===== src/rtl/pcs_crs_pkg.sv =====
package pcs_crs_pkg;
   localparam int GRP_W = 5;

   typedef enum logic [2:0] {
      ST_IDLE,
      ST_EXAM,
      ST_CARJ,
      ST_CARK,
      ST_RECV,
      ST_ERR
   } crs_state_t;

   localparam logic [GRP_W-1:0] SYM_J = 5'b11000;
   localparam logic [GRP_W-1:0] SYM_K = 5'b10001;
   localparam logic [GRP_W-1:0] SYM_T = 5'b01101;
   localparam logic [GRP_W-1:0] SYM_R = 5'b00111;
endpackage


===== src/rtl/pcs_crs_align.sv =====
module pcs_crs_align #(
   parameter int GW   = 5,
   parameter int ZPOS = 2
) (
   input  logic          clk,
   input  logic          rst,
   input  logic          rx_bit,
   input  logic          restart,
   input  logic          active,
   output logic          grp_stb,
   output logic [GW-1:0] grp_data
);
   localparam int PW = $clog2(GW);
   localparam logic [PW-1:0] PH_LAST = PW'(GW - 1);
   localparam logic [PW-1:0] PH_LOAD = PW'(ZPOS + 1);

   logic [PW-1:0] ph_q;
   logic [GW-1:0] sh_q;
   logic          stb_q;

   always_ff @(posedge clk) begin
      if (rst) begin
         ph_q  <= '0;
         sh_q  <= '1;
         stb_q <= 1'b0;
      end else begin
         sh_q  <= {sh_q[GW-2:0], rx_bit};
         stb_q <= active && (ph_q == PH_LAST);
         if (restart)
            ph_q <= PH_LOAD;
         else if (ph_q == PH_LAST)
            ph_q <= '0;
         else
            ph_q <= ph_q + 1'b1;
      end
   end

   assign grp_stb  = stb_q;
   assign grp_data = sh_q;

   // group strobes are never adjacent
   p_stb_gap_r10: assert property (@(posedge clk) disable iff (rst)
      stb_q |=> !stb_q);
endmodule


===== src/rtl/pcs_crs_runlen.sv =====
module pcs_crs_runlen #(
   parameter int RUN = 10
) (
   input  logic clk,
   input  logic rst,
   input  logic rx_bit,
   output logic run_last
);
   localparam int RW = $clog2(RUN + 1);
   localparam logic [RW-1:0] CNT_MAX  = RW'(RUN);
   localparam logic [RW-1:0] CNT_LAST = RW'(RUN - 1);

   logic [RW-1:0] cnt_q;

   always_ff @(posedge clk) begin
      if (rst)
         cnt_q <= '0;
      else if (!rx_bit)
         cnt_q <= '0;
      else if (cnt_q != CNT_MAX)
         cnt_q <= cnt_q + 1'b1;
   end

   assign run_last = (cnt_q >= CNT_LAST);
endmodule


===== src/rtl/pcs_crs_fsm.sv =====
module pcs_crs_fsm
   import pcs_crs_pkg::*;
#(
   parameter int               GW       = 5,
   parameter int               ERR_HOLD = 5,
   parameter logic [GW-1:0]    CODE_J   = SYM_J,
   parameter logic [GW-1:0]    CODE_K   = SYM_K,
   parameter logic [GW-1:0]    CODE_T   = SYM_T,
   parameter logic [GW-1:0]    CODE_R   = SYM_R
) (
   input  logic          clk,
   input  logic          rst,
   input  logic          rx_bit,
   input  logic          grp_stb,
   input  logic [GW-1:0] grp_data,
   input  logic          run_last,
   output logic          restart,
   output logic          active,
   output logic          receiving,
   output logic          rx_er
);
   crs_state_t st_q, st_n;
   logic       t_seen_q, t_seen_n;
   logic       hold_done;

   generate
      if (ERR_HOLD > 1) begin : g_hold_cnt
         localparam int HW = $clog2(ERR_HOLD);
         localparam logic [HW-1:0] HOLD_LAST = HW'(ERR_HOLD - 1);
         logic [HW-1:0] hold_q;
         always_ff @(posedge clk) begin
            if (rst || st_q != ST_ERR)
               hold_q <= '0;
            else
               hold_q <= hold_q + 1'b1;
         end
         assign hold_done = (hold_q == HOLD_LAST);
      end else begin : g_hold_one
         assign hold_done = 1'b1;
      end
   endgenerate

   always_comb begin
      st_n     = st_q;
      t_seen_n = t_seen_q;
      restart  = 1'b0;
      unique case (st_q)
         ST_IDLE: if (!rx_bit) begin
            st_n    = ST_EXAM;
            restart = 1'b1;
         end
         ST_EXAM: begin
            if (grp_stb)
               st_n = ST_IDLE;
            else if (!rx_bit)
               st_n = ST_CARJ;
         end
         ST_CARJ: if (grp_stb)
            st_n = (grp_data == CODE_J) ? ST_CARK : ST_ERR;
         ST_CARK: if (grp_stb) begin
            st_n     = (grp_data == CODE_K) ? ST_RECV : ST_ERR;
            t_seen_n = 1'b0;
         end
         ST_RECV: begin
            if (rx_bit && run_last)
               st_n = ST_ERR;
            else if (grp_stb) begin
               if (t_seen_q && grp_data == CODE_R)
                  st_n = ST_IDLE;
               t_seen_n = (grp_data == CODE_T);
            end
         end
         ST_ERR: if (hold_done)
            st_n = ST_IDLE;
         default: st_n = ST_IDLE;
      endcase
   end

   always_ff @(posedge clk) begin
      if (rst) begin
         st_q     <= ST_IDLE;
         t_seen_q <= 1'b0;
      end else begin
         st_q     <= st_n;
         t_seen_q <= t_seen_n;
      end
   end

   assign active    = (st_q == ST_EXAM) || (st_q == ST_CARJ) ||
                      (st_q == ST_CARK) || (st_q == ST_RECV);
   assign receiving = (st_q == ST_CARJ) || (st_q == ST_CARK) || (st_q == ST_RECV);
   assign rx_er     = (st_q == ST_ERR);

   // carrier only rises after a zero bit was sampled
   p_rise_on_zero_r3: assert property (@(posedge clk) disable iff (rst)
      $rose(receiving) && !$past(rst) |-> !$past(rx_bit));
   // an error only starts while a stream was being received
   p_err_after_rcv_r5: assert property (@(posedge clk) disable iff (rst)
      $rose(rx_er) && !$past(rst) |-> $past(receiving));
   // a clean end of stream happens on a group boundary
   p_end_on_grp_r8: assert property (@(posedge clk) disable iff (rst)
      $fell(receiving) && !rx_er && !$past(rst) |-> $past(grp_stb));
   // an error out of the receive state follows a one bit
   p_prem_on_one_r9: assert property (@(posedge clk) disable iff (rst)
      $rose(rx_er) && $past(st_q == ST_RECV) && !$past(rst) |-> $past(rx_bit));
   // the end of the error hold leaves the block idle
   p_hold_to_idle_r7: assert property (@(posedge clk) disable iff (rst)
      $fell(rx_er) && !$past(rst) |-> !receiving);
endmodule


===== src/rtl/pcs_carrier_sense.sv =====
module pcs_carrier_sense
   import pcs_crs_pkg::*;
#(
   parameter int                 ERR_HOLD  = 5,
   parameter int                 IDLE_RUN  = 10,
   parameter int                 ZERO_POS  = 2,
   parameter logic [GRP_W-1:0]   CODE_J    = SYM_J,
   parameter logic [GRP_W-1:0]   CODE_K    = SYM_K,
   parameter logic [GRP_W-1:0]   CODE_T    = SYM_T,
   parameter logic [GRP_W-1:0]   CODE_R    = SYM_R
) (
   input  logic             clk,
   input  logic             rst,
   input  logic             rx_bit,
   output logic             crs,
   output logic             rx_er,
   output logic             receiving,
   output logic             grp_valid,
   output logic [GRP_W-1:0] grp_data
);
   initial begin
      assert (ERR_HOLD >= 1) else $error("ERR_HOLD must be at least 1");
      assert (IDLE_RUN >= 2) else $error("IDLE_RUN must be at least 2");
      assert (ZERO_POS >= 0 && ZERO_POS <= GRP_W - 2)
         else $error("ZERO_POS out of range");
      assert (CODE_J[GRP_W-1-ZERO_POS] == 1'b0)
         else $error("start code must hold a zero at ZERO_POS");
   end

   logic             restart, active, grp_stb, run_last, rcv;
   logic [GRP_W-1:0] grp;

   pcs_crs_align #(.GW(GRP_W), .ZPOS(ZERO_POS)) u_align (
      .clk(clk), .rst(rst), .rx_bit(rx_bit),
      .restart(restart), .active(active),
      .grp_stb(grp_stb), .grp_data(grp)
   );

   pcs_crs_runlen #(.RUN(IDLE_RUN)) u_run (
      .clk(clk), .rst(rst), .rx_bit(rx_bit), .run_last(run_last)
   );

   pcs_crs_fsm #(
      .GW(GRP_W), .ERR_HOLD(ERR_HOLD),
      .CODE_J(CODE_J), .CODE_K(CODE_K), .CODE_T(CODE_T), .CODE_R(CODE_R)
   ) u_fsm (
      .clk(clk), .rst(rst), .rx_bit(rx_bit),
      .grp_stb(grp_stb), .grp_data(grp), .run_last(run_last),
      .restart(restart), .active(active),
      .receiving(rcv), .rx_er(rx_er)
   );

   assign crs       = rcv;
   assign receiving = rcv;
   assign grp_valid = grp_stb && rcv;
   assign grp_data  = grp;
endmodule


===== config.mk =====
export PLATFORM = sky130hd
export DESIGN_NAME = pcs_carrier_sense
export DESIGN_NICKNAME = d
export VERILOG_FILES = /design/src/rtl/pcs_crs_pkg.sv /design/src/rtl/pcs_crs_align.sv /design/src/rtl/pcs_crs_runlen.sv /design/src/rtl/pcs_crs_fsm.sv /design/src/rtl/pcs_carrier_sense.sv
export SDC_FILE = /design/constraint.sdc
export NUM_CORES = 1
export LEC_CHECK = 0
export ABC_AREA = 0
export CAP_MARGIN = 10
export CELL_PAD_IN_SITES_DETAIL_PLACEMENT = 0
export CELL_PAD_IN_SITES_GLOBAL_PLACEMENT = 1
export CORE_ASPECT_RATIO = 0.6
export CORE_UTILIZATION = 25
export DETAILED_ROUTE_END_ITERATION = 16
export GPL_TIMING_DRIVEN = 0
export PLACE_DENSITY = 0.52
export RECOVER_POWER = 100
export SYNTH_ARGS = -nofsm -noshare
export SYNTH_HDL_FRONTEND = slang
export SYNTH_SLANG_ARGS = --single-unit

===== constraint.sdc =====
create_clock -name clk -period 2.41 [get_ports clk]
set_input_delay 0.482 -clock clk [delete_from_list [all_inputs] [get_ports clk]]
set_output_delay 0.482 -clock clk [all_outputs]
set_load 0.005 [all_outputs]

---- After elaboration in Yosys (flattened, before gate mapping) ----
Cells that the tools add are included.
storage, ports and cells
  register bits after elaboration ......... 20
  bits in latches ......................... 0
  RAM bits ................................ 0
  bits in read-only memories .............. 0
  word-level logic and storage cells ...... 71
  memories ................................ 0
operators by class
  add/subtract/negate cells ............... 3
  multiply operators ...................... 0
  divide/modulo/power cells ............... 0
  $lt $le $gt $ge ......................... 1
  equality and inequality tests ........... 22
  shifts and indexed selects .............. 0
  multiplexer cells ....................... 20
  bitwise operators ....................... 1
  reductions and logical operators ........ 16
operators by type and width
  operator                                                                 count
  3-bit 2-to-1 mux                                                         10
  3-bit case mux with 6 select lines                                       1
  3-bit equality test, second input constant                               4
  5-bit equality test, second input constant                               2
  2-bit inequality test, second input constant                             5
  7-bit AND reduction                                                      1
  3-bit by 1-bit adder with 3-bit output, second input constant            2
  3-bit by 2-bit equality test with 1-bit output, second input constant    2
  1-bit logical OR                                                         6
  1-bit 2-to-1 mux                                                         6
  3-bit inequality test, second input constant                             2
  5-bit by 3-bit equality test with 1-bit output, second input constant    1
  5-bit by 4-bit equality test with 1-bit output, second input constant    1
  4-bit by 1-bit adder with 4-bit output, second input constant            1
  4-bit greater-or-equal comparator, second input constant                 1
  1-bit logical AND                                                        4
  2-bit 2-to-1 mux                                                         2
  4-bit inequality test, second input constant                             1
  4-bit AND reduction                                                      1
  3-bit by 1-bit equality test with 1-bit output, second input constant    1
  3-bit logical NOT                                                        1
  3-bit by 1-bit inequality test with 1-bit output, second input constant  1
  3-bit by 2-bit inequality test with 1-bit output, second input constant  1
  3-bit OR reduction                                                       1
  5 further kinds                                                          5

---- Longest topological paths before layout ----
Gate-level depths: netlist of the first run.
  depth after elaboration ................. 6
  gate-level depth with buffers ........... 7
  mapped depth without buffers ............ 7

---- Modules after synthesis ----
Synthesis of the first run repeated with hierarchy kept, for this count alone.
second synthesis, totals
  cells, all modules ...................... 112
  area total of the unflattened synthesis .. 1074.8 µm²
modules (own cells, without submodules)
  module             instances  cells an instance  area an instance (µm²)  seq. area each (µm²)
  pcs_crs_fsm        1          58                 506.7                   140.1
  pcs_crs_align      1          27                 312.8                   180.2
  pcs_crs_runlen     1          25                 241.5                   80.1
  pcs_carrier_sense  1          2                  13.8                    0.0

---- Worst setup path before layout of the first run ----
OpenSTA, ideal clock, no wires.
  kind .................................... flip-flop to flip-flop
  start ................................... register u_run.cnt_q[1]
  end ..................................... register u_fsm.st_q[0]
  setup time .............................. 0.067 ns
  arrival ................................. 1.605 ns
  path slack .............................. 0.738 ns
  cell stages (with the launch flop) ...... 8
  buffers on the path ..................... 0
  path through ............................ dfxtp_1 > inv_1 > ha_1 > nor3b_4 > o21ai_2 > or3_4 > a211o_1 > o21ai_2
between the ends
  cells in the longest elaborated chain, start to end .. 4
  elaborated cells between the ends (all ways) .. 7
  classes of those cells .................. order compare (1); eq/ne (2); mux (2); reduce/logical (2)
RTL lines
  what                                                                                        RTL line              text
  start: declaration                                                                          pcs_crs_runlen.sv:13  logic [RW-1:0] cnt_q;
  start signal: assignment                                                                    pcs_crs_runlen.sv:21  cnt_q <= cnt_q + 1'b1;
  4-bit greater-or-equal comparator *                                                         pcs_crs_runlen.sv:24  assign run_last = (cnt_q >= CNT_LAST);
  1-bit logical AND *                                                                         pcs_crs_fsm.sv:65     if (rx_bit && run_last)
  3-bit by 1-bit inequality test with 1-bit output (no line), or another cell as far along    n/a
  7-bit AND reduction (no line) / 3-bit case mux with 6 select lines (equally long branches)  n/a
  end signal: assignment                                                                      pcs_crs_fsm.sv:84     st_q <= st_n;
  end: declaration                                                                            pcs_crs_fsm.sv:22     crs_state_t st_q, st_n;
Mark *: on every way between the ends. The rest lies on a longest branch, timed or not.
A chain may end at the register's enable or synchronous reset.

---- Final worst setup path of the first run ----
  start ................................... register u_fsm.st_q[1]
  end ..................................... output receiving
between the ends
  cells in the longest elaborated chain, start to end .. 3
  elaborated cells between the ends (all ways) .. 5
  classes of those cells .................. eq/ne (3); reduce/logical (2)
RTL lines
  what                                            RTL line                 text
  3-bit by 2-bit equality test with 1-bit output  pcs_crs_fsm.sv:91        assign receiving = (st_q == ST_CARJ) || (st_q == ST_CARK) || (st_q == ST_RECV);
  1-bit logical OR                                pcs_crs_fsm.sv:91
  1-bit logical OR *                              pcs_crs_fsm.sv:91
  end: declaration                                pcs_carrier_sense.sv:17  output logic receiving,
Marks and branches as above.

==> results of run 1 <==
[cell families (layout without fill, tap and decap cells)]
logic type / Yosys count / in the layout
buffers and inverters: 15 / 31
AO/OA/AOI/OAI: 20 / 20
multiplexers: 3 / 3
XOR/XNOR: 3 / 3
adder cells (fa/ha/maj): 8 / 8
AND/OR/NAND/NOR: 55 / 55
flip-flops: 20 / 20
[Yosys cell counts, types with 2 or more instances]
master / n / area, µm²
mux2i_1: 2 / 20.0
ha_1: 8 / 100
nand2_1: 12 / 45.0
o21ai_0: 2 / 10.0
and2_1: 2 / 12.5
or2_2: 4 / 25.0
a21oi_1: 5 / 25.0
nor2_1: 14 / 52.6
dfxtp_1: 20 / 400
buf_2: 3 / 15.0
inv_1: 10 / 37.5
o21ai_1: 2 / 10.0
nor3_1: 6 / 30.0
o21ai_2: 2 / 17.5
xnor2_1: 2 / 17.5
nand2b_1: 4 / 25.0
[registers in the layout (all words and copies together), names as in the netlist]
register / cells
u_fsm.g_hold_cnt.hold_q: 3
u_fsm.t_seen_q: 1
u_align.grp_stb: 1
u_align.ph_q: 3
u_fsm.st_q: 3
u_align.grp_data: 5
u_run.cnt_q: 4
[per-layer routing]
metal  vias to the layer above  wire [µm]  part of all wire
met1                       404       1240              0.52
li1                        451          -                 -
met2                        27        931              0.39
met5                         -          0                 0
met4                         0         15            0.0063
met3                         4        183             0.077
[worst max-delay path, delay by kind of cell, from the launching register on]
kind          cells  cell delay, ns
simple gates      2            0.50
buf+inv           3            0.76
flops             1            0.31
[how the worst max path moves through the flow]
stage	cells past startpoint	startpoint	endpoint
global route	5	u_fsm.st_q[1]$_SDFFE_PP0P_	receiving
detailed placement	5	u_fsm.st_q[2]$_SDFFE_PP0P_	grp_valid
CTS	5	u_fsm.st_q[1]$_SDFFE_PP0P_	grp_valid
global placement	5	u_fsm.st_q[2]$_SDFFE_PP0P_	grp_valid
finish	5	u_fsm.st_q[1]$_SDFFE_PP0P_	receiving
floorplan	7	u_run.cnt_q[1]$_SDFFE_PP0P_	u_fsm.st_q[0]$_SDFFE_PP0P_
[what timing repair did]
| item | 4_1_cts | 5_1_grt |
|---|---|---|
| setup endpoints to repair | 1 | 2 |
| setup buffers | 0 | 1 |
| hold buffers | 0 | 0 |
| gates cloned | 0 | 0 |
| resized for setup | 1 | 3 |
[cell usage in the layout, fill, tap and decap left out, drive strengths merged, types with 2 or more instances in the layout]
cell type	Yosys	layout
dfxtp	20	20
nor2	14	14
nand2	12	12
inv	10	10
ha	8	8
dlygate4sd3	0	8
nor3	6	6
o21ai	6	6
a21oi	5	5
clkbuf	1	5
buf	4	5
nand2b	4	4
or2	4	4
xnor2	2	2
nand3	2	2
mux2i	2	2
clkdlybuf4s50	0	2
and2	2	2
or3	2	2
a211o	2	2
nor4	2	2
[per-stage QoR]
| stage | setup slack, ns | util | cell area [µm²] | hold slack [ns] |
|---|---|---|---|---|
| 2_1_floorplan | 0.738 | - | 1070 | 0.417 |
| 3_3_place_gp | 0.300 | 0.306 | 1260 | 0.435 |
| 3_5_place_dp | 0.273 | 0.306 | 1260 | 0.444 |
| 4_1_cts | 0.0163 | 0.320 | 1320 | 0.461 |
| 5_1_grt | 0.0179 | 0.321 | 1320 | 0.482 |
| 6_report | 0.0929 | 0.321 | 1320 | 0.455 |
[power groups by stage]
stage | Sequential, mW | Clock, mW | Combinational, mW
after floorplan | 0.382 | 0 | 0.242
after global placement | 0.385 | 0 | 0.337
after detailed placement | 0.386 | 0 | 0.340
after CTS | 0.378 | 0.273 | 0.342
after global routing | 0.382 | 0.286 | 0.377
final | 0.379 | 0.260 | 0.337
[cell type report]
type	count	area share
tap	60	0.0568
clock buffer	4	0.0417
inverter	10	0.0284
multi-input combinational	89	0.455
buffer	5	0.0246
sequential	20	0.303
timing repair buffer	12	0.0909
==> summary.md, run 1 <==
| Metric | Value |
|---|---|
| Fmax | 432 MHz |
| Hold Path Origin | u_fsm.g_hold_cnt.hold_q[0]$_SDFF_PP0_ |
| Largest net degree at the start of global routing | 12 |
| Clock root cell | clkbuf_8 |
| Ports | 12 |
| Post-Synth Simple-Gate Area | 0.292 |
| Final hold viol count | 0 |
| Ys async rst share | 0 |
| Hold Crit Endpoint | u_fsm.g_hold_cnt.hold_q[0]$_SDFF_PP0_ |
| Post-synth net total | 135 |
| Vias in the first global route | 850 |
| Grt total ovfl | 0 |
| Via density | roughly 4.4 |
| Router iterations before antenna repair | 4 |
| Met3 usage in global routing | 0.0425 |
| Routability cong. | 0.774 |
| Static Leak | 0.521 nW |
| Largest stage delay on the critical path | 0.48 ns |
| Antenna diodes | 0 |
| Adder-Cell Fraction of Synth Area | 0.0931 |
| Worst hold path type | reg2reg |
| Die Footprint | 0.00457 mm² |
| Placed Instances | 195 |
| Via count | 886 |
| Register area | 400 µm² |
| Max-Cap Viols | 0 |
| Port Buffers | 11 |
| Most used flip-flop cell after synthesis | dfxtp_1 |
| Syn Area/Cell | ~8.7 µm² |
| Drc violations | 0 |
| Compound-Gate Fraction of Synth Area | 0.129 |
| Drt initial violations | 54 |
| CTS Buffer Depth | 2 |
| Layout filler cell count | between 400 and 500 |
| Synthesis-to-finish area growth | 22.9% |
| CP arrival | between 1.5 and 2 ns |
| Row cnt | 18 |
| Main combinational cell family by area after synthesis | simple AND/OR/NAND/NOR gates |
| Post-synth EDFFs | 0 |
| Die Ht | between 50 and 60 µm |
| Netlist Area Pre-Place | 0.00107 mm² |
| Max IR drop VDD | 194 µV |
| Required time of the critical path | 1.93 ns |
| Reg2reg path depth | 7 |
| Post-synthesis xor/xnor area fraction | 0.0244 |
| Overall power | 0.976 mW |
| GRT Total Usage | 0.123 |
| CTS Sinks | 20 |
| Average wire per standard cell | 11.9 µm |
| Total negative slack | 0 ns |
| Reg2reg start | u_run.cnt_q[1]$_SDFFE_PP0P_ |
| Cell count after synthesis | between 100 and 150 |
| Warnings from Yosys | 0 |
| Worst Path Max Fanout | 10 |
| Met1 usage | 0.171 |
| Final WL | between 2000 and 2500 µm |
| Nets | 152 |
| #FFs+latches synth | 20 |
| Switching power | 0.311 mW |
| Core Footprint | 0.00412 mm² |
| Worst-Skew Late Latency | 0.26 ns |
| Die X | 86.6 µm |
| Setup violations, final | 0 |
| Shortest period the worst path allows | roughly 2.3 ns |
| CP Cell Sequence | buf_2 > or3b_4 > nand2_2 > buf_4 > clkdlybuf4s50_1 |
| Hold depth | 1 |
| CTS buffer count | 3 |
| GR peak layer | met2 |
| Area of the multi-input gates | between 600 and 700 µm² |
| Combinational share of power | 0.345 |
| Pwr dens | 739 mW/mm² |
| Fin cells | 200 |
| Pint | 0.665 mW |
| Seq pwr share | 0.388 |
| Seq/Total Area, Yosys | 0.373 |
| Share of cells above drive strength 1 | 0.164 |
| Multiplexer area fraction after synthesis | 0.0291 |
| Post-DP HPWL | 1800 µm |
| Initial antenna violation count | 0 |
| Slew Limit Fails | 0 |
| Met2 GRT Util | 0.179 |
| Routed Antenna Nets | 0 |
| Switching share of power | 0.319 |
| Outcome | finished clean |
| Cell variety after synth | 42 |
| CTS tree | yes |
| Worst slew pin tran | 0.461 ns |
| First-pass GRT wire length | 4140 µm |
| CTS clk-pin slew, worst paths | 0.07 ns |
| Crit path kind | reg2out |
| Max transition margin | 0.690 |
| H-tree levels | 1 |
| Worst R2R Setup Slack | 0.39 ns |
| FF-to-FF End | u_fsm.st_q[2]$_SDFFE_PP0P_ |
| Starting density of the core | 0.261 |
| Final Cycle Share | 0.961 |
| RSZ-0062 raised after global routing | no |
| Clk network pwr share | 0.267 |
| CP Capture Type | primary output |
| Slowest cell on the critical path | clkdlybuf4s50_1 |
| Clock skew | approximately 0.0053 ns |
| Crit start category | register |
Note: power is estimated with default switching activity, not from simulation.
==> run 2, diff against run 1 <==
--- a/config.mk
+++ b/config.mk
@@ -13,7 +13,7 @@
 export CORE_UTILIZATION = 25
 export DETAILED_ROUTE_END_ITERATION = 16
 export GPL_TIMING_DRIVEN = 0
-export PLACE_DENSITY = 0.52
+export PLACE_DENSITY = 0.54
 export RECOVER_POWER = 100
 export SYNTH_ARGS = -nofsm -noshare
 export SYNTH_HDL_FRONTEND = slang
==> constraint.sdc (replaced) <==
create_clock -name clk -period 2.1 [get_ports clk]
set_input_delay 0.42 -clock clk [delete_from_list [all_inputs] [get_ports clk]]
set_output_delay 0.42 -clock clk [all_outputs]
set_load 0.005 [all_outputs]
==> run 2 against run 1 <==
Net effect: non-clock buffer count stayed put; worst setup slack better by 0.023 ns; sequential cell count stayed put; total power is 26% higher; clock power is 50% higher; utilization is 0.70 points higher; die area stayed put.
==> summary.md, run 2 (same netlist as run 1, synthesis figures left out) <==
| Metric | Value |
|---|---|
| Outcome | finished clean (unchanged) |
| Average wire per standard cell | 12.3 µm (was 11.9 µm) |
| Layout filler cell count | 444 (was 438) |
| Worst slew pin tran | 0.487 ns (was 0.461 ns) |
| WL met3 | 210 µm (was 183 µm) |
| Die X | 86.6 µm (unchanged) |
| Via count | 900 (was 886) |
| Max reg flops | 5 (unchanged) |
| H-tree levels | 1 (unchanged) |
| CP Capture Type | primary output (unchanged) |
| Leading cell type in the layout, fill and taps excluded | dfxtp_1 (unchanged) |
| Pwr dens | 909 mW/mm² (was 739 mW/mm²) |
| Port Buffers | 11 (unchanged) |
| Die Ht | 52.8 µm (unchanged) |
| Most frequent cells in the layout | dfxtp_1 (19), nor2_1 (14), nand2_1 (11) (was dfxtp_1 (20), nor2_1 (14), nand2_1 (11)) |
| Met2 WL | 939 µm (was 931 µm) |
| Synthesis-to-finish area growth | 25.6% (was 22.9%) |
| Core Footprint | 0.00412 mm² (unchanged) |
| Crit start category | register (unchanged) |
| CP Cell Sequence | buf_6 > and2b_2 > and2_4 > clkdlybuf4s50_1 (was buf_2 > or3b_4 > nand2_2 > buf_4 > clkdlybuf4s50_1) |
| RSZ-0062 raised after global routing | no (unchanged) |
| Ports | 12 (unchanged) |
| Die Footprint | 0.00457 mm² (unchanged) |
| Worst hold path type | reg2reg (unchanged) |
| Final Cycle Share | 0.945 |
| Clock root cell | clkbuf_8 (unchanged) |
| CTS Buffer Depth | 2 (unchanged) |
| Largest stage delay on the critical path | 0.49 ns (was 0.48 ns) |
| Initial antenna violation count | 0 (unchanged) |
| Share of cells above drive strength 1 | 0.193 (was 0.164) |
| CP arrival | 1.56 ns (was 1.84 ns) |
| Row cnt | 18 (unchanged) |
| Max-Cap Viols | 0 (unchanged) |
| Fmax | around 500 MHz |
| Crit path kind | reg2out (unchanged) |
| Setup violations, final | 0 (unchanged) |
| Worst R2R Setup Slack | 0.15 ns (was 0.39 ns) |
| Routability cong. | 0.783 (was 0.774) |
| Slew Limit Fails | 0 (unchanged) |
| Clock skew | 0.00518 ns (was 0.00526 ns) |
| Grt total ovfl | 0 (unchanged) |
| Final Cell Area | 0.00135 mm² (was 0.00132 mm²) |
| CTS tree | yes (unchanged) |
| Static Leak | 0.526 nW (was 0.521 nW) |
| Worst Path Max Fanout | 10 (unchanged) |
| Slowest cell on the critical path | clkdlybuf4s50_1 (unchanged) |
| Worst-Skew Late Latency | 0.26 ns (about the same) |
| First-pass GRT wire length | 4080 µm (was 4140 µm) |
| Highest metal used | met3 (was met4) |
| Final WL | 2450 µm (was 2370 µm) |
| Starting density of the core | 0.261 (unchanged) |
| Via density | 4.50 (was 4.43) |
| Antenna diodes | 0 (unchanged) |
| Vias in the first global route | 824 (was 850) |
| Max transition margin | 0.673 (was 0.690) |
| Max IR drop VDD | 330 µV (was 194 µV) |
| CTS clk-pin slew, worst paths | 0.07 ns (about the same) |
| Routed Antenna Nets | 0 (unchanged) |
| Total negative slack | 0 ns (unchanged) |
| Required time of the critical path | 1.68 ns (was 1.93 ns) |
| CTS buffer count | 3 (unchanged) |
| DRT met1 WL | 1300 µm (was 1240 µm) |
| Shortest period the worst path allows | 1.98 ns |
| Final hold viol count | 0 (unchanged) |
| Drc violations | 0 (unchanged) |
| CTS Sinks | 20 (unchanged) |
| Largest net degree at the start of global routing | 13 (was 12) |
| Post-DP Area | 0.00126 mm² (unchanged) |
| Router iterations before antenna repair | 4 (unchanged) |
| Nets | 152 (unchanged) |
| Post-DP HPWL | 1830 µm (was 1800 µm) |
| Overall power | 1.23 mW (was 0.976 mW) |
| Drt initial violations | 75 (was 54) |
| GRT Total Usage | 0.121 (was 0.123) |
[run 2: cell types whose count changed in the layout (fill, tap and decap cells not counted), sizes merged]
cell / previous run / this run
dlygate4sd2: 0 / 3
bufinv: 0 / 1
clkbuf: 5 / 4
clkdlybuf4s50: 2 / 1
dlygate4sd3: 8 / 7
dlymetal6s2s: 1 / 0
[run 2: what timing repair did]
item / in CTS / in global routing
gates resized for setup: 11 / 1
pin swaps: 1 / 0
setup endpoints to repair: 4 / 1
setup buffers: 1 / 0
hold buffers: 0 / 0
[run 2: routing by layer]
layer	up-vias	global-route usage
met5	-	0
met4	0	0.0167
met3	0	0.0567
met2	30	0.167
met1	422	0.170
li1	448	-
[run 2: worst max-delay path: cells and delay by family (launching register included)]
family | cells | cell delay [ns]
and+or+nand+nor | 2 | 0.35
DFF | 1 | 0.33
buffers and inverters | 2 | 0.62
[run 2: path summary, 6_finish.rpt]
check,depth (start not counted),start,end
max,4,u_fsm.st_q[2]$_SDFFE_PP0P_,rx_er
min,1,u_fsm.g_hold_cnt.hold_q[0]$_SDFF_PP0_,u_fsm.g_hold_cnt.hold_q[0]$_SDFF_PP0_
max reg2reg,7,u_run.cnt_q[1]$_SDFFE_PP0P_,u_fsm.st_q[0]$_SDFFE_PP0P_
min reg2reg,1,u_fsm.g_hold_cnt.hold_q[0]$_SDFF_PP0_,u_fsm.g_hold_cnt.hold_q[0]$_SDFF_PP0_
[run 2: area by class of cell]
type                       instances  area (µm²)  share of cell area
sequential                        20         402               0.297
multi-input combinational         89         612               0.453
clock inverter                     1        30.0              0.0222
inverter                          10        37.5              0.0278
tap                               60        75.1              0.0556
buffer                             5        38.8              0.0287
clock buffer                       3        41.3              0.0306
timing repair buffer              12         114              0.0843
[run 2: power breakdown]
part           switching [mW]  total (mW)  leakage [nW]  internal, mW
logic                   0.212       0.398         0.326         0.186
registers              0.0230       0.441         0.164         0.418
clock network           0.135       0.389        0.0357         0.255
[run 2: per-stage QoR]
step	utilization	hold slack, ns	std cells	setup WS (ns)
after CTS	0.329	0.448	200	0.0338
after global placement	0.306	0.435	195	0.0464
after detailed placement	0.306	0.436	195	0.0419
after global routing	0.328	0.462	200	0.0467
after floorplan	-	0.417	124	0.428
final	0.328	0.443	200	0.116
==> run 3, diff against run 2 <==
--- a/config.mk
+++ b/config.mk
@@ -15,6 +15,7 @@
 export GPL_TIMING_DRIVEN = 0
 export PLACE_DENSITY = 0.54
 export RECOVER_POWER = 100
+export REMOVE_ABC_BUFFERS = 1
 export SYNTH_ARGS = -nofsm -noshare
 export SYNTH_HDL_FRONTEND = slang
 export SYNTH_SLANG_ARGS = --single-unit
==> run 3 against run 2 <==
Net effect: hold slack improved by 0.013 ns; maximum frequency down 2.3%; non-clock buffer count did not move; clock-buffer cell count rose by 1; sequential share of layout area up 0.66 points; sequential cell count stayed put; final cell count unchanged; via count is 2.4% lower; worst setup slack worse by 0.046 ns.
==> summary.md, run 3 (same netlist as run 1, synthesis figures left out) <==
| Metric | Value |
|---|---|
| CTS Hold Buffers Added | 0 (unchanged) |
| CP arrival | 1.61 ns (was 1.56 ns) |
| Share of cells above drive strength 1 | 0.200 (was 0.193) |
| Starting density of the core | 0.261 (unchanged) |
| Antenna diodes | 0 (unchanged) |
| Max IR drop VDD | 397 µV (was 330 µV) |
| Setup violations, final | 0 (unchanged) |
| Reg2reg start | u_run.cnt_q[1]$_SDFFE_PP0P_ (unchanged) |
| Final Cycle Share | 0.967 (was 0.945) |
| Ports | 12 (unchanged) |
| CTS clk-pin slew, worst paths | 0.08 ns (was 0.07 ns) |
| CTS tree | yes (unchanged) |
| Drt initial violations | 80 (was 75) |
| Max reg flops | 5 (unchanged) |
| RSZ-0062 raised after global routing | no (unchanged) |
| Nets | 152 (unchanged) |
| Core Footprint | 0.00412 mm² (unchanged) |
| CTS Sinks | 20 (unchanged) |
| CTS Buffer Depth | 2 (unchanged) |
| Required time of the critical path | 1.68 ns (about the same) |
| Router iterations before antenna repair | 4 (unchanged) |
| Fmax | 492 MHz (was 504 MHz) |
| Slew Limit Fails | 0 (unchanged) |
| Max-Cap Viols | 0 (unchanged) |
| First-pass GRT wire length | 4060 µm (was 4080 µm) |
| Port Buffers | 11 (unchanged) |
| Max transition margin | 0.657 (was 0.673) |
| CP Capture Type | primary output (unchanged) |
| Crit path from | u_fsm.st_q[1]$_SDFFE_PP0P_ (was u_fsm.st_q[2]$_SDFFE_PP0P_) |
| Vias in the first global route | 789 (was 824) |
| Static Leak | 0.528 nW (was 0.526 nW) |
| Average wire per standard cell | 11.8 µm (was 12.3 µm) |
| Layout filler cell count | 439 (was 444) |
| Worst Path Max Fanout | 4 (was 10) |
| Pwr dens | 859 mW/mm² (was 909 mW/mm²) |
| Largest stage delay on the critical path | 0.49 ns (about the same) |
| Hold Path Origin | u_fsm.g_hold_cnt.hold_q[0]$_SDFF_PP0_ (unchanged) |
| Drc violations | 0 (unchanged) |
| Via density | 4.39 (was 4.50) |
| Via count | 878 (was 900) |
| Post-DP HPWL | 1700 µm (was 1830 µm) |
| Grt total ovfl | 0 (unchanged) |
| Synthesis-to-finish area growth | 24.8% (was 25.6%) |
| GRT Total Usage | 0.120 (was 0.121) |
| Outcome | finished clean (unchanged) |
| Crit start category | register (unchanged) |
| Die Ht | 52.8 µm (unchanged) |
| Final WL | 2370 µm (was 2450 µm) |
| Fin cells | 200 (unchanged) |
| Leading cell type in the layout, fill and taps excluded | dfxtp_1 (unchanged) |
| Hold depth | 1 (unchanged) |
| Clock skew | 0.00834 ns (was 0.00518 ns) |
| Slowest cell on the critical path | clkdlybuf4s50_1 (unchanged) |
| H-tree levels | 1 (unchanged) |
| Crit path kind | reg2out (unchanged) |
| Final hold viol count | 0 (unchanged) |
| Worst hold path type | reg2reg (unchanged) |
| Die Footprint | 0.00457 mm² (unchanged) |
| Worst-Skew Late Latency | 0.27 ns (was 0.26 ns) |
| Total negative slack | 0 ns (unchanged) |
| Reg2reg path depth | 7 (unchanged) |
| Clock root cell | clkbuf_8 (unchanged) |
| Largest net degree at the start of global routing | 14 (was 13) |
| CTS buffer count | 3 (unchanged) |
| Placed Instances | 190 (was 195) |
| Shortest period the worst path allows | 2.03 ns (was 1.98 ns) |
| Die X | 86.6 µm (unchanged) |
| Routed Antenna Nets | 0 (unchanged) |
| Initial antenna violation count | 0 (unchanged) |
| CP Cell Sequence | or3b_4 > nand2_4 > clkdlybuf4s50_1 (was buf_6 > and2b_2 > and2_4 > clkdlybuf4s50_1) |
| Routability cong. | 0.758 (was 0.783) |
| Worst R2R Setup Slack | 0.18 ns (was 0.15 ns) |
| Row cnt | 18 (unchanged) |
| Most frequent cells in the layout | dfxtp_1 (18), nor2_1 (14), nand2_1 (11) (was dfxtp_1 (19), nor2_1 (14), nand2_1 (11)) |
| Worst slew pin tran | 0.509 ns (was 0.487 ns) |
[run 3: cell types whose count changed in the layout (fill, tap and decap cells not counted), sizes merged]
cell | previous run | this run
dlygate4sd2 | 3 | 1
bufinv | 1 | 0
clkbuf | 4 | 5
clkdlybuf4s50 | 1 | 2
dlymetal6s2s | 0 | 1
[run 3: metal layers]
| metal | vias up | part of all wire | track usage |
|---|---|---|---|
| li1 | 453 | - | - |
| met1 | 407 | 0.58 | 0.182 |
| met2 | 16 | 0.38 | 0.163 |
| met3 | 2 | 0.036 | 0.0378 |
| met4 | 0 | 0.0042 | 0.0167 |
| met5 | - | 0 | 0 |
[run 3: critical path, delay by kind of cell, from the launching register on]
family | cells | cell delay (ns)
buf+inv | 1 | 0.49
flops | 1 | 0.35
simple gates | 2 | 0.50
[run 3: report_power, final]
part	total, mW	internal, mW	switching [mW]
clock network	0.305	0.167	0.138
logic	0.397	0.194	0.203
registers	0.451	0.421	0.0292
[run 3: worst paths after layout]
kind	end
min	u_fsm.g_hold_cnt.hold_q[0]$_SDFF_PP0_
min reg2reg	u_fsm.g_hold_cnt.hold_q[0]$_SDFF_PP0_
max reg2reg	u_fsm.st_q[0]$_SDFFE_PP0P_
max	receiving
[run 3: what timing repair did]
action | CTS | global route
setup endpoints to repair | 4 | 2
gates resized for setup | 10 | 3
cloned | 0 | 0
buffers inserted | 6 | 0
pin swaps | 1 | 0
[run 3: area by class of cell]
type / instances / area [µm²] / area share
clock buffers: 4 / 55.1 / 0.0410
inverters: 10 / 37.5 / 0.0280
multi-input cells: 89 / 613 / 0.457
flip-flops and latches: 20 / 408 / 0.304
well taps: 60 / 75.1 / 0.0560
repair buffers: 17 / 153 / 0.114
[run 3: metrics by stage]
| step | setup slack, ns | total power [mW] | cell area (µm²) | util | hold slack, ns |
|---|---|---|---|---|---|
| final | 0.0695 | 1.15 | 1340 | 0.325 | 0.456 |
| after global routing | 0.00870 | 1.24 | 1340 | 0.325 | 0.473 |
| after CTS | 0.0246 | 1.18 | 1350 | 0.328 | 0.457 |
| after detailed placement | 0.0185 | 0.796 | 1230 | 0.299 | 0.441 |
| after global placement | 0.0373 | 0.793 | 1230 | 0.299 | 0.430 |
| after floorplan | 0.428 | 0.688 | 1050 | - | 0.417 |
